### config.mk
export PLATFORM = sky130hd
export DESIGN_NAME = adc_result_ctrl
export DESIGN_NICKNAME = d
export VERILOG_FILES = /design/src/rtl/adc_rc_pkg.sv /design/src/rtl/adc_rc_align.sv /design/src/rtl/adc_rc_flags.sv /design/src/rtl/adc_rc_dma.sv /design/src/rtl/adc_result_ctrl.sv
export SDC_FILE = /design/constraint.sdc
export NUM_CORES = 1
export LEC_CHECK = 0
export ABC_AREA = 0
export BUFFER_PORTS_ARGS = -buffer_cell sky130_fd_sc_hd__buf_2
export CORE_MARGIN = 2
export CORE_UTILIZATION = 40
export CTS_CLUSTER_DIAMETER = 100
export DETAILED_ROUTE_END_ITERATION = 16
export PLACE_DENSITY = 0.77
export SYNTH_ARGS = -nofsm -noshare
export SYNTH_HDL_FRONTEND = slang
export SYNTH_SLANG_ARGS = --single-unit
### constraint.sdc
create_clock -name clk -period 0.87 [get_ports clk]
set_clock_uncertainty 0.15 [all_clocks]
set_input_delay 0.0435 -clock clk [delete_from_list [all_inputs] [get_ports clk]]
set_output_delay 0.0435 -clock clk [all_outputs]
set_load 0.02 [all_outputs]
### src/rtl/adc_rc_pkg.sv
package adc_rc_pkg;

   // Run-time mode bits gathered from the top-level ports
   typedef struct packed {
      logic eoc_each;
      logic align_left;
      logic dma_en;
      logic dma_cont;
   } rc_mode_t;

   // Events that collect the current result
   typedef struct packed {
      logic sw_read;
      logic dma_ack;
   } rc_take_t;

   function automatic logic taken(input rc_take_t t);
      return t.sw_read | t.dma_ack;
   endfunction

endpackage

### src/rtl/adc_rc_align.sv
module adc_rc_align #(
   parameter int RES_W = 12,
   parameter int DR_W  = 16
) (
   input  logic             clk,
   input  logic             rst_n,
   input  logic             load_i,
   input  logic             left_i,
   input  logic [RES_W-1:0] res_i,
   output logic [DR_W-1:0]  data_o
);

   localparam int PAD_W = DR_W - RES_W;

   logic [DR_W-1:0] right_w;
   logic [DR_W-1:0] left_w;

   generate
      if (RES_W < 1) begin : g_bad_res
         $error("adc_rc_align: RES_W must be at least 1");
      end
      if (PAD_W < 0) begin : g_bad_width
         $error("adc_rc_align: DR_W must not be narrower than RES_W");
      end else if (PAD_W == 0) begin : g_flush
         assign right_w = res_i;
         assign left_w  = res_i;
      end else begin : g_pad
         assign right_w = {{PAD_W{1'b0}}, res_i};
         assign left_w  = {res_i, {PAD_W{1'b0}}};
      end
   endgenerate

   always_ff @(posedge clk or negedge rst_n) begin
      if (!rst_n) begin
         data_o <= '0;
      end else if (load_i) begin
         data_o <= left_i ? left_w : right_w;
      end
   end

   generate
      if (PAD_W > 0) begin : g_chk
         // right justified results keep the top bits clear
         p_right_pad_r2: assert property (@(posedge clk) disable iff (!rst_n)
            load_i && !left_i |=> data_o[DR_W-1:RES_W] == '0);
         // left justified results keep the low bits clear
         p_left_pad_r3: assert property (@(posedge clk) disable iff (!rst_n)
            load_i && left_i |=> data_o[PAD_W-1:0] == '0);
      end
   endgenerate

   p_hold_data_r2: assert property (@(posedge clk) disable iff (!rst_n)
      !load_i |=> $stable(data_o));

endmodule

### src/rtl/adc_rc_flags.sv
module adc_rc_flags
   import adc_rc_pkg::*;
(
   input  logic     clk,
   input  logic     rst_n,
   input  logic     done_i,
   input  logic     seq_end_i,
   input  rc_take_t take_i,
   input  logic     ovr_clr_i,
   input  rc_mode_t mode_i,
   output logic     eoc_o,
   output logic     ovr_o
);

   logic pend_q;
   logic take_w;
   logic flag_now_w;
   logic ovr_arm_w;
   logic ovr_hit_w;

   assign take_w     = taken(take_i);
   assign flag_now_w = done_i & (mode_i.eoc_each | seq_end_i);
   assign ovr_arm_w  = mode_i.eoc_each | mode_i.dma_en;
   assign ovr_hit_w  = done_i & pend_q & ~take_w & ovr_arm_w;

   // An uncollected result is outstanding
   always_ff @(posedge clk or negedge rst_n) begin
      if (!rst_n)       pend_q <= 1'b0;
      else if (done_i)  pend_q <= 1'b1;
      else if (take_w)  pend_q <= 1'b0;
   end

   always_ff @(posedge clk or negedge rst_n) begin
      if (!rst_n)          eoc_o <= 1'b0;
      else if (flag_now_w) eoc_o <= 1'b1;
      else if (take_w)     eoc_o <= 1'b0;
   end

   always_ff @(posedge clk or negedge rst_n) begin
      if (!rst_n)         ovr_o <= 1'b0;
      else if (ovr_hit_w) ovr_o <= 1'b1;
      else if (ovr_clr_i) ovr_o <= 1'b0;
   end

   p_eoc_every_r4: assert property (@(posedge clk) disable iff (!rst_n)
      done_i && mode_i.eoc_each |=> eoc_o);
   p_eoc_seq_only_r5: assert property (@(posedge clk) disable iff (!rst_n)
      done_i && !mode_i.eoc_each && !seq_end_i && !eoc_o |=> !eoc_o);
   p_take_clears_r6: assert property (@(posedge clk) disable iff (!rst_n)
      (take_i.sw_read || take_i.dma_ack) && !done_i |=> !eoc_o);
   p_overrun_r7: assert property (@(posedge clk) disable iff (!rst_n)
      done_i && pend_q && !(take_i.sw_read || take_i.dma_ack) && mode_i.eoc_each |=> ovr_o);
   p_no_overrun_r8: assert property (@(posedge clk) disable iff (!rst_n)
      !ovr_o && !mode_i.eoc_each && !mode_i.dma_en |=> !ovr_o);
   p_ovr_sticky_r9: assert property (@(posedge clk) disable iff (!rst_n)
      ovr_o && !ovr_clr_i |=> ovr_o);

endmodule

### src/rtl/adc_rc_dma.sv
module adc_rc_dma
   import adc_rc_pkg::*;
(
   input  logic     clk,
   input  logic     rst_n,
   input  logic     done_i,
   input  rc_take_t take_i,
   input  logic     last_i,
   input  rc_mode_t mode_i,
   output logic     req_o
);

   logic halt_q;
   logic halt_now_w;
   logic allow_w;

   assign halt_now_w = take_i.dma_ack & last_i & ~mode_i.dma_cont;
   assign allow_w    = mode_i.dma_cont | ~(halt_q | (take_i.dma_ack & last_i));

   // Stop latch, released only by switching DMA mode off
   always_ff @(posedge clk or negedge rst_n) begin
      if (!rst_n)              halt_q <= 1'b0;
      else if (!mode_i.dma_en) halt_q <= 1'b0;
      else if (halt_now_w)     halt_q <= 1'b1;
   end

   always_ff @(posedge clk or negedge rst_n) begin
      if (!rst_n)                     req_o <= 1'b0;
      else if (!mode_i.dma_en)        req_o <= 1'b0;
      else if (done_i && allow_w)     req_o <= 1'b1;
      else if (taken(take_i))         req_o <= 1'b0;
   end

   p_no_req_off_r10: assert property (@(posedge clk) disable iff (!rst_n)
      !mode_i.dma_en |=> !req_o);
   p_req_cont_r11: assert property (@(posedge clk) disable iff (!rst_n)
      done_i && mode_i.dma_en && mode_i.dma_cont |=> req_o);
   p_halted_r12: assert property (@(posedge clk) disable iff (!rst_n)
      halt_q && mode_i.dma_en && !mode_i.dma_cont && !req_o |=> !req_o);
   p_take_drops_r6: assert property (@(posedge clk) disable iff (!rst_n)
      (take_i.sw_read || take_i.dma_ack) && !done_i |=> !req_o);

endmodule

### src/rtl/adc_result_ctrl.sv
module adc_result_ctrl
   import adc_rc_pkg::*;
#(
   parameter int RES_W = 12,
   parameter int DR_W  = 16
) (
   input  logic             clk,
   input  logic             rst_n,
   input  logic             conv_done_i,
   input  logic [RES_W-1:0] conv_res_i,
   input  logic             seq_end_i,
   input  logic             eoc_each_i,
   input  logic             align_left_i,
   input  logic             dma_en_i,
   input  logic             dma_cont_i,
   input  logic             dr_read_i,
   input  logic             dma_ack_i,
   input  logic             dma_last_i,
   input  logic             ovr_clr_i,
   output logic [DR_W-1:0]  data_o,
   output logic             eoc_o,
   output logic             ovr_o,
   output logic             dma_req_o
);

   rc_mode_t mode_w;
   rc_take_t take_w;

   assign mode_w = '{eoc_each: eoc_each_i, align_left: align_left_i,
                     dma_en: dma_en_i, dma_cont: dma_cont_i};
   assign take_w = '{sw_read: dr_read_i, dma_ack: dma_ack_i};

   adc_rc_align #(.RES_W(RES_W), .DR_W(DR_W)) u_align (
      .clk    (clk),
      .rst_n  (rst_n),
      .load_i (conv_done_i),
      .left_i (mode_w.align_left),
      .res_i  (conv_res_i),
      .data_o (data_o)
   );

   adc_rc_flags u_flags (
      .clk       (clk),
      .rst_n     (rst_n),
      .done_i    (conv_done_i),
      .seq_end_i (seq_end_i),
      .take_i    (take_w),
      .ovr_clr_i (ovr_clr_i),
      .mode_i    (mode_w),
      .eoc_o     (eoc_o),
      .ovr_o     (ovr_o)
   );

   adc_rc_dma u_dma (
      .clk    (clk),
      .rst_n  (rst_n),
      .done_i (conv_done_i),
      .take_i (take_w),
      .last_i (dma_last_i),
      .mode_i (mode_w),
      .req_o  (dma_req_o)
   );

   // losing DMA mode withdraws the request
   p_req_withdraw_r13: assert property (@(posedge clk) disable iff (!rst_n)
      dma_req_o && !dma_en_i |=> !dma_req_o);

endmodule

---- After elaboration in Yosys (flattened, before gate mapping) ----
Index checks and enable logic that the tools add are counted.
word-level totals
  bits in registers ....................... 21
  latch bits .............................. 0
  RAM bits ................................ 0
  bits in read-only memories .............. 0
  input port bits ......................... 24
  output and inout bits ................... 19
  logic and storage cells ................. 36
  memories kept ........................... 0
operators by class
  $add $sub $neg .......................... 0
  multiply operators ...................... 0
  divide/modulo/power cells ............... 0
  order comparisons ....................... 0
  equality and inequality tests ........... 2
  shift operators ......................... 0
  multiplexer cells ....................... 10
  bitwise operators ....................... 14
  reduce and logical (&&, ||, !) cells .... 4
operators by type and width
  kind                                                    number
  two-way mux 16 bit                                      1
  two-way mux 1 bit                                       9
  AND 1 bit                                               6
  nonzero test 2 bit                                      3
  bitwise OR 1 bit                                        5
  inequality test 3 x 1 -> 1 bit (second input constant)  1
  inverter 1 bit                                          3
  inequality test 2 x 1 -> 1 bit (second input constant)  1
  logical AND 1 bit                                       1

---- Longest topological paths before layout ----
  word-level depth ........................ 7
  mapped depth ............................ 4
  mapped depth without buffers ............ 3

---- Modules after synthesis ----
Synthesis repeated with hierarchy kept, for this count alone.
second synthesis, totals
  cell total of the unflattened synthesis .. 89
  area, all modules ....................... 940.9 um^2
by module, submodules not included
  module        instances  cells each  area each (um^2)  seq. area each (um^2)
  adc_rc_align  1          69          716.9             400.4
  adc_rc_flags  1          11          121.4             75.1
  adc_rc_dma    1          9           102.6             50.0

---- Worst setup path after synthesis ----
Ideal clock, no wire load.
  path kind ............................... reg2reg
  from .................................... register, netlist name u_dma.req_o
  to ...................................... register u_dma.req_o
  setup time .............................. 130 ps
  arrival time ............................ 780 ps
  data required time ...................... 590 ps
  slack ................................... -189 ps
  stages on the path, launching flop included .. 3
  buffers on the path ..................... 0
  period minus slack after synthesis ...... 1,059 ps
  cell sequence ........................... dfrtp_1 > a222oi_1 > nor2b_1
RTL lines
  what                    line              source
  end signal: assignment  adc_rc_dma.sv:28  if (!rst_n) req_o <= 1'b0;
  end signal: assignment  adc_rc_dma.sv:29  else if (!mode_i.dma_en) req_o <= 1'b0;
  end signal: assignment  adc_rc_dma.sv:30  else if (done_i && allow_w) req_o <= 1'b1;
  end: declaration        adc_rc_dma.sv:10  output logic req_o

---- Final worst setup path ----
  from .................................... input port dma_cont_i
  to ...................................... register u_dma.req_o
between the ends
  word-level cells in the longest chain between the ends .. 4
  elaborated cells on any way between the ends .. 5
  classes of those cells .................. eq/ne (1); mux (2); bitwise (1); reduce/logical (1)
ends and longest elaborated chain
  what                    line                   source
  start: declaration      adc_result_ctrl.sv:15  input logic dma_cont_i,
  bitwise OR 1 bit (*)    adc_rc_dma.sv:18       assign allow_w = mode_i.dma_cont | ~(halt_q | (take_i.dma_ack & last_i));
  logical AND 1 bit (*)   adc_rc_dma.sv:30
  two-way mux 1 bit       adc_rc_dma.sv:30
  two-way mux 1 bit       adc_rc_dma.sv:29
  end signal: assignment  adc_rc_dma.sv:29
  end signal: assignment  adc_rc_dma.sv:30
  end signal: assignment  adc_rc_dma.sv:31       else if (taken(take_i)) req_o <= 1'b0;
Mark *: on every way between the ends. The rest lies on a longest branch, timed or not.
A chain may end at the register's enable or synchronous reset.

==> impl_metrics.sql <==
INSERT INTO impl_metrics (metric_group, metric, value, unit) VALUES
('outcome', 'status', 'complete, but fails checks', ''),
('outcome', 'violations_in_the_final_reports', 'negative hold slack, negative setup slack', ''),
('floorplan', 'initial_utilization', '41.9', '%'),
('synthesis', 'synth_sequential_area_ratio', '56.7', '%'),
('synthesis', 'synthesis.area', '927', 'sq um'),
('timing', 'final_period_minus_worst_setup_slack', '1.07', 'ns'),
('synthesis', 'synth_warnings', '0', ''),
('clock_tree', 'cts.root.buffer_cell', 'clkbuf_4', ''),
('finish', 'finalInstanceArea', '0.00147', 'sq mm'),
('detailed_routing', 'wl_per_cell', '12.2', 'um'),
('detailed_routing', 'antenna_left', '0', ''),
('pwr', 'ir_worst_vdd', '0.966', 'mV'),
('worst_setup_path', 'cp-endpoint', 'u_dma.req_o$_DFFE_PN0P_', ''),
('clock_tree', 'cts_buffer_depth', '2', ''),
('timing', 'maximum_frequency_from_static_timing_analysis', '0.936', 'GHz'),
('timing', 'worst_pin_slew', '0.453', 'ns'),
('placed_design', 'post-place-ws', '-0.126', 'ns'),
('detailed_routing', 'detail_route.iter0.violations', '12', ''),
('detailed_routing', 'dr.pass1.iters', '4', ''),
('detailed_routing', 'wirelength', '2.12', 'mm'),
('timing', 'layout_setup_ws', '-0.198', 'ns'),
('synthesis', 'synth.ff_latch_count', '21', ''),
('min_path', 'hold_start', 'conv_res_i[2]', ''),
('clock_tree', 'cts_inserted_buffers', '3', ''),
('worst_setup_path', 'r2r_setup_slack', '-0.17', 'ns'),
('synthesis', 'mappedNetlistNets', '113', ''),
('clock_tree', 'tritoncts', 'built', ''),
('global_route', 'grt_first_pass_wirelength', '3.82', 'mm'),
('detailed_routing', 'vias_per_cell', '4.72', ''),
('flow_run', 'max_cap_viol_count', '0', ''),
('finish', 'number_of_diodes_added_for_antenna_fixing', '0', ''),
('floorplan', 'placeableCoreArea', '0.00221', 'sq mm'),
('pwr', 'powerDensity', '1500', 'mW/mm^2'),
('worst_setup_path', 'worstSetupStartpointType', 'input port', ''),
('worst_setup_path', 'cp_slowest_stage_delay', '0.57', 'ns'),
('worst_setup_path', 'critical_path_arrival', '1.10', 'ns'),
('timing', 'setup_viol_count_final', '29', ''),
('worst_setup_path', 'ff2ff_path_depth', '2', ''),
('timing', 'fin_hold_ws', '-0.145', 'ns'),
('timing', 'final_hold_viol_count', '18', ''),
('placed_design', 'hpwlAfterDp', '1.44', 'mm'),
('finish', 'final_net_count', '171', ''),
('finish', 'area_growth', '58.2', '%'),
('worst_setup_path', 'crit_path_top_delay_cell', 'dlygate4sd3_1', ''),
('synthesis', 'syn_avg_cell_area', '10.4', 'sq um'),
('worst_setup_path', 'wp_buf_inv', '2', ''),
('timing', 'worst_slew_margin_relative_to_its_limit', '69.8', '%'),
('placed_design', 'placedCellCount', '156', ''),
('floorplan', 'chipWidth', '52.1', 'um'),
('global_route', 'pin_count_of_the_biggest_net_entering_global_routing', '28', ''),
('finish', 'layout_common_cells', 'buf_2, buf_6, dfrtp_1, dlygate4sd3_1', ''),
('worst_setup_path', 'worst-path-stages', '4', ''),
('floorplan', 'fp-row-count', '17', ''),
('worst_setup_path', 'reg2reg_to', 'u_dma.req_o$_DFFE_PN0P_', ''),
('synthesis', 'ys_top_cells_by_area', 'dfrtp_1, mux2i_1, o21ai_0, a21oi_1, nor2_1', ''),
('synthesis', 'synthDominantCellAreaShare', '56.7', '%'),
('finish', 'final_cells', '174', ''),
('worst_setup_path', 'worstPathMaxFanout', '2', ''),
('clock_tree', 'clk_pin_slew_worst_paths', '0.12', 'ns'),
('timing', 'slew_violations', '0', ''),
('finish', 'layout.filler_cells', '190', ''),
('worst_setup_path', 'startpoint', 'dma_cont_i', ''),
('worst_setup_path', 'critical_path_class', 'input port to flop', ''),
('pwr', 'finalPower', '2200', 'uW'),
('clock_tree', 'cts.sink_count', '21', ''),
('synthesis', 'yosysTopAreaCell', 'dfrtp_1', ''),
('global_route', 'grt_antenna_before_repair', '0', ''),
('placed_design', 'port_buffers', '42', ''),
('placed_design', 'routabilityCongestion', '0.763', ''),
('global_route', 'groute.usage.overall', '19.0', '%'),
('worst_setup_path', 'path_cells', 'buf_2 -> dlygate4sd3_1 -> a222oi_1 -> nor2b_1', '');
[final cells by class]
type | instances | area, sq um | share of cell area (%)
Timing Repair Buffer | 59 | 495 | 33.8
Clock inverter | 1 | 5.00 | 0.341
Multi-Input combinational cell | 53 | 348 | 23.7
Sequential cell | 21 | 527 | 35.9
Tap cell | 28 | 35.0 | 2.39
Inverter | 9 | 33.8 | 2.30
Clock buffer | 3 | 22.5 | 1.54
[repair_timing]
item                                    4_1_cts  5_1_grt
pin swaps                                     0        2
endpoints found under the hold margin        42       20
hold buffers                                 13        4
endpoints found under the setup margin       20       35
buffers inserted                              3        3
resized for setup                            43       14
[report_power, final]
part	switching (uW)	internal, uW	total [uW]
clock	286	171	456
combinational	293	323	616
sequential	63.4	1060	1120
[registers in the layout, summed over array words and instances, names as in the netlist]
register / count
u_flags.eoc_o: 1
u_dma.halt_q: 1
u_dma.req_o: 1
u_align.data_o: 16
u_flags.ovr_o: 1
u_flags.pend_q: 1
[kinds of logic after synthesis]
logic type	after synthesis	synth area share (%)
AO/OA/AOI/OAI	22	13.4
AND/OR/NAND/NOR	23	12.0
buffers and inverters	15	9.31
multiplexers	8	8.64
flip-flops	21	56.7
[cells in the mapped netlist]
library cell	n
o2111ai_1	1
buf_8	1
dfrtp_1	21
a222oi_1	1
o21a_1	1
nand3b_1	4
inv_1	9
a21o_1	1
mux2i_1	8
o21ai_0	10
nand2_1	3
nand3_1	4
nor2_1	10
nor2b_1	2
a21oi_1	8
buf_2	3
buf_6	2
[per-layer routing]
layer / share of wire [%] / GRT usage [%] / vias up / routed length [um]
li1: - / - / 412 / -
met1: 39 / 21.3 / 389 / 836
met2: 56 / 37.3 / 20 / 1200
met3: 4.2 / 4.02 / 0 / 89
met4: 0 / 2.56 / 0 / 0
met5: 0 / 0 / - / 0
[tightest hold or removal path: stages]
cell and delay (ns):
buf_2 0.09, nand3b_1 0.07, o21ai_0 0.07
[worst min path at each step]
stage          cells after the start  slack, ns                            end
2_1_floorplan                      0      -0.40  u_align.data_o[0]$_DFFE_PN0P_
3_3_place_gp                       1      -0.14      u_flags.ovr_o$_DFFE_PN0P_
3_5_place_dp                       1      -0.13      u_flags.ovr_o$_DFFE_PN0P_
4_1_cts                            3      -0.15      u_flags.eoc_o$_DFFE_PN0P_
5_1_grt                            3      -0.14      u_flags.eoc_o$_DFFE_PN0P_
6_report                           3      -0.15  u_align.data_o[2]$_DFFE_PN0P_
[stage by stage]
stage / utilization, % / setup TNS [ns]
after detailed placement: 51.7 / -0.517
after floorplan: - / -0.177
final: 66.3 / -3.63
after CTS: 65.7 / -3.75
after global placement: 51.7 / -0.435
after global routing: 66.3 / -4.78
Note: power is estimated with default switching activity, not from simulation.
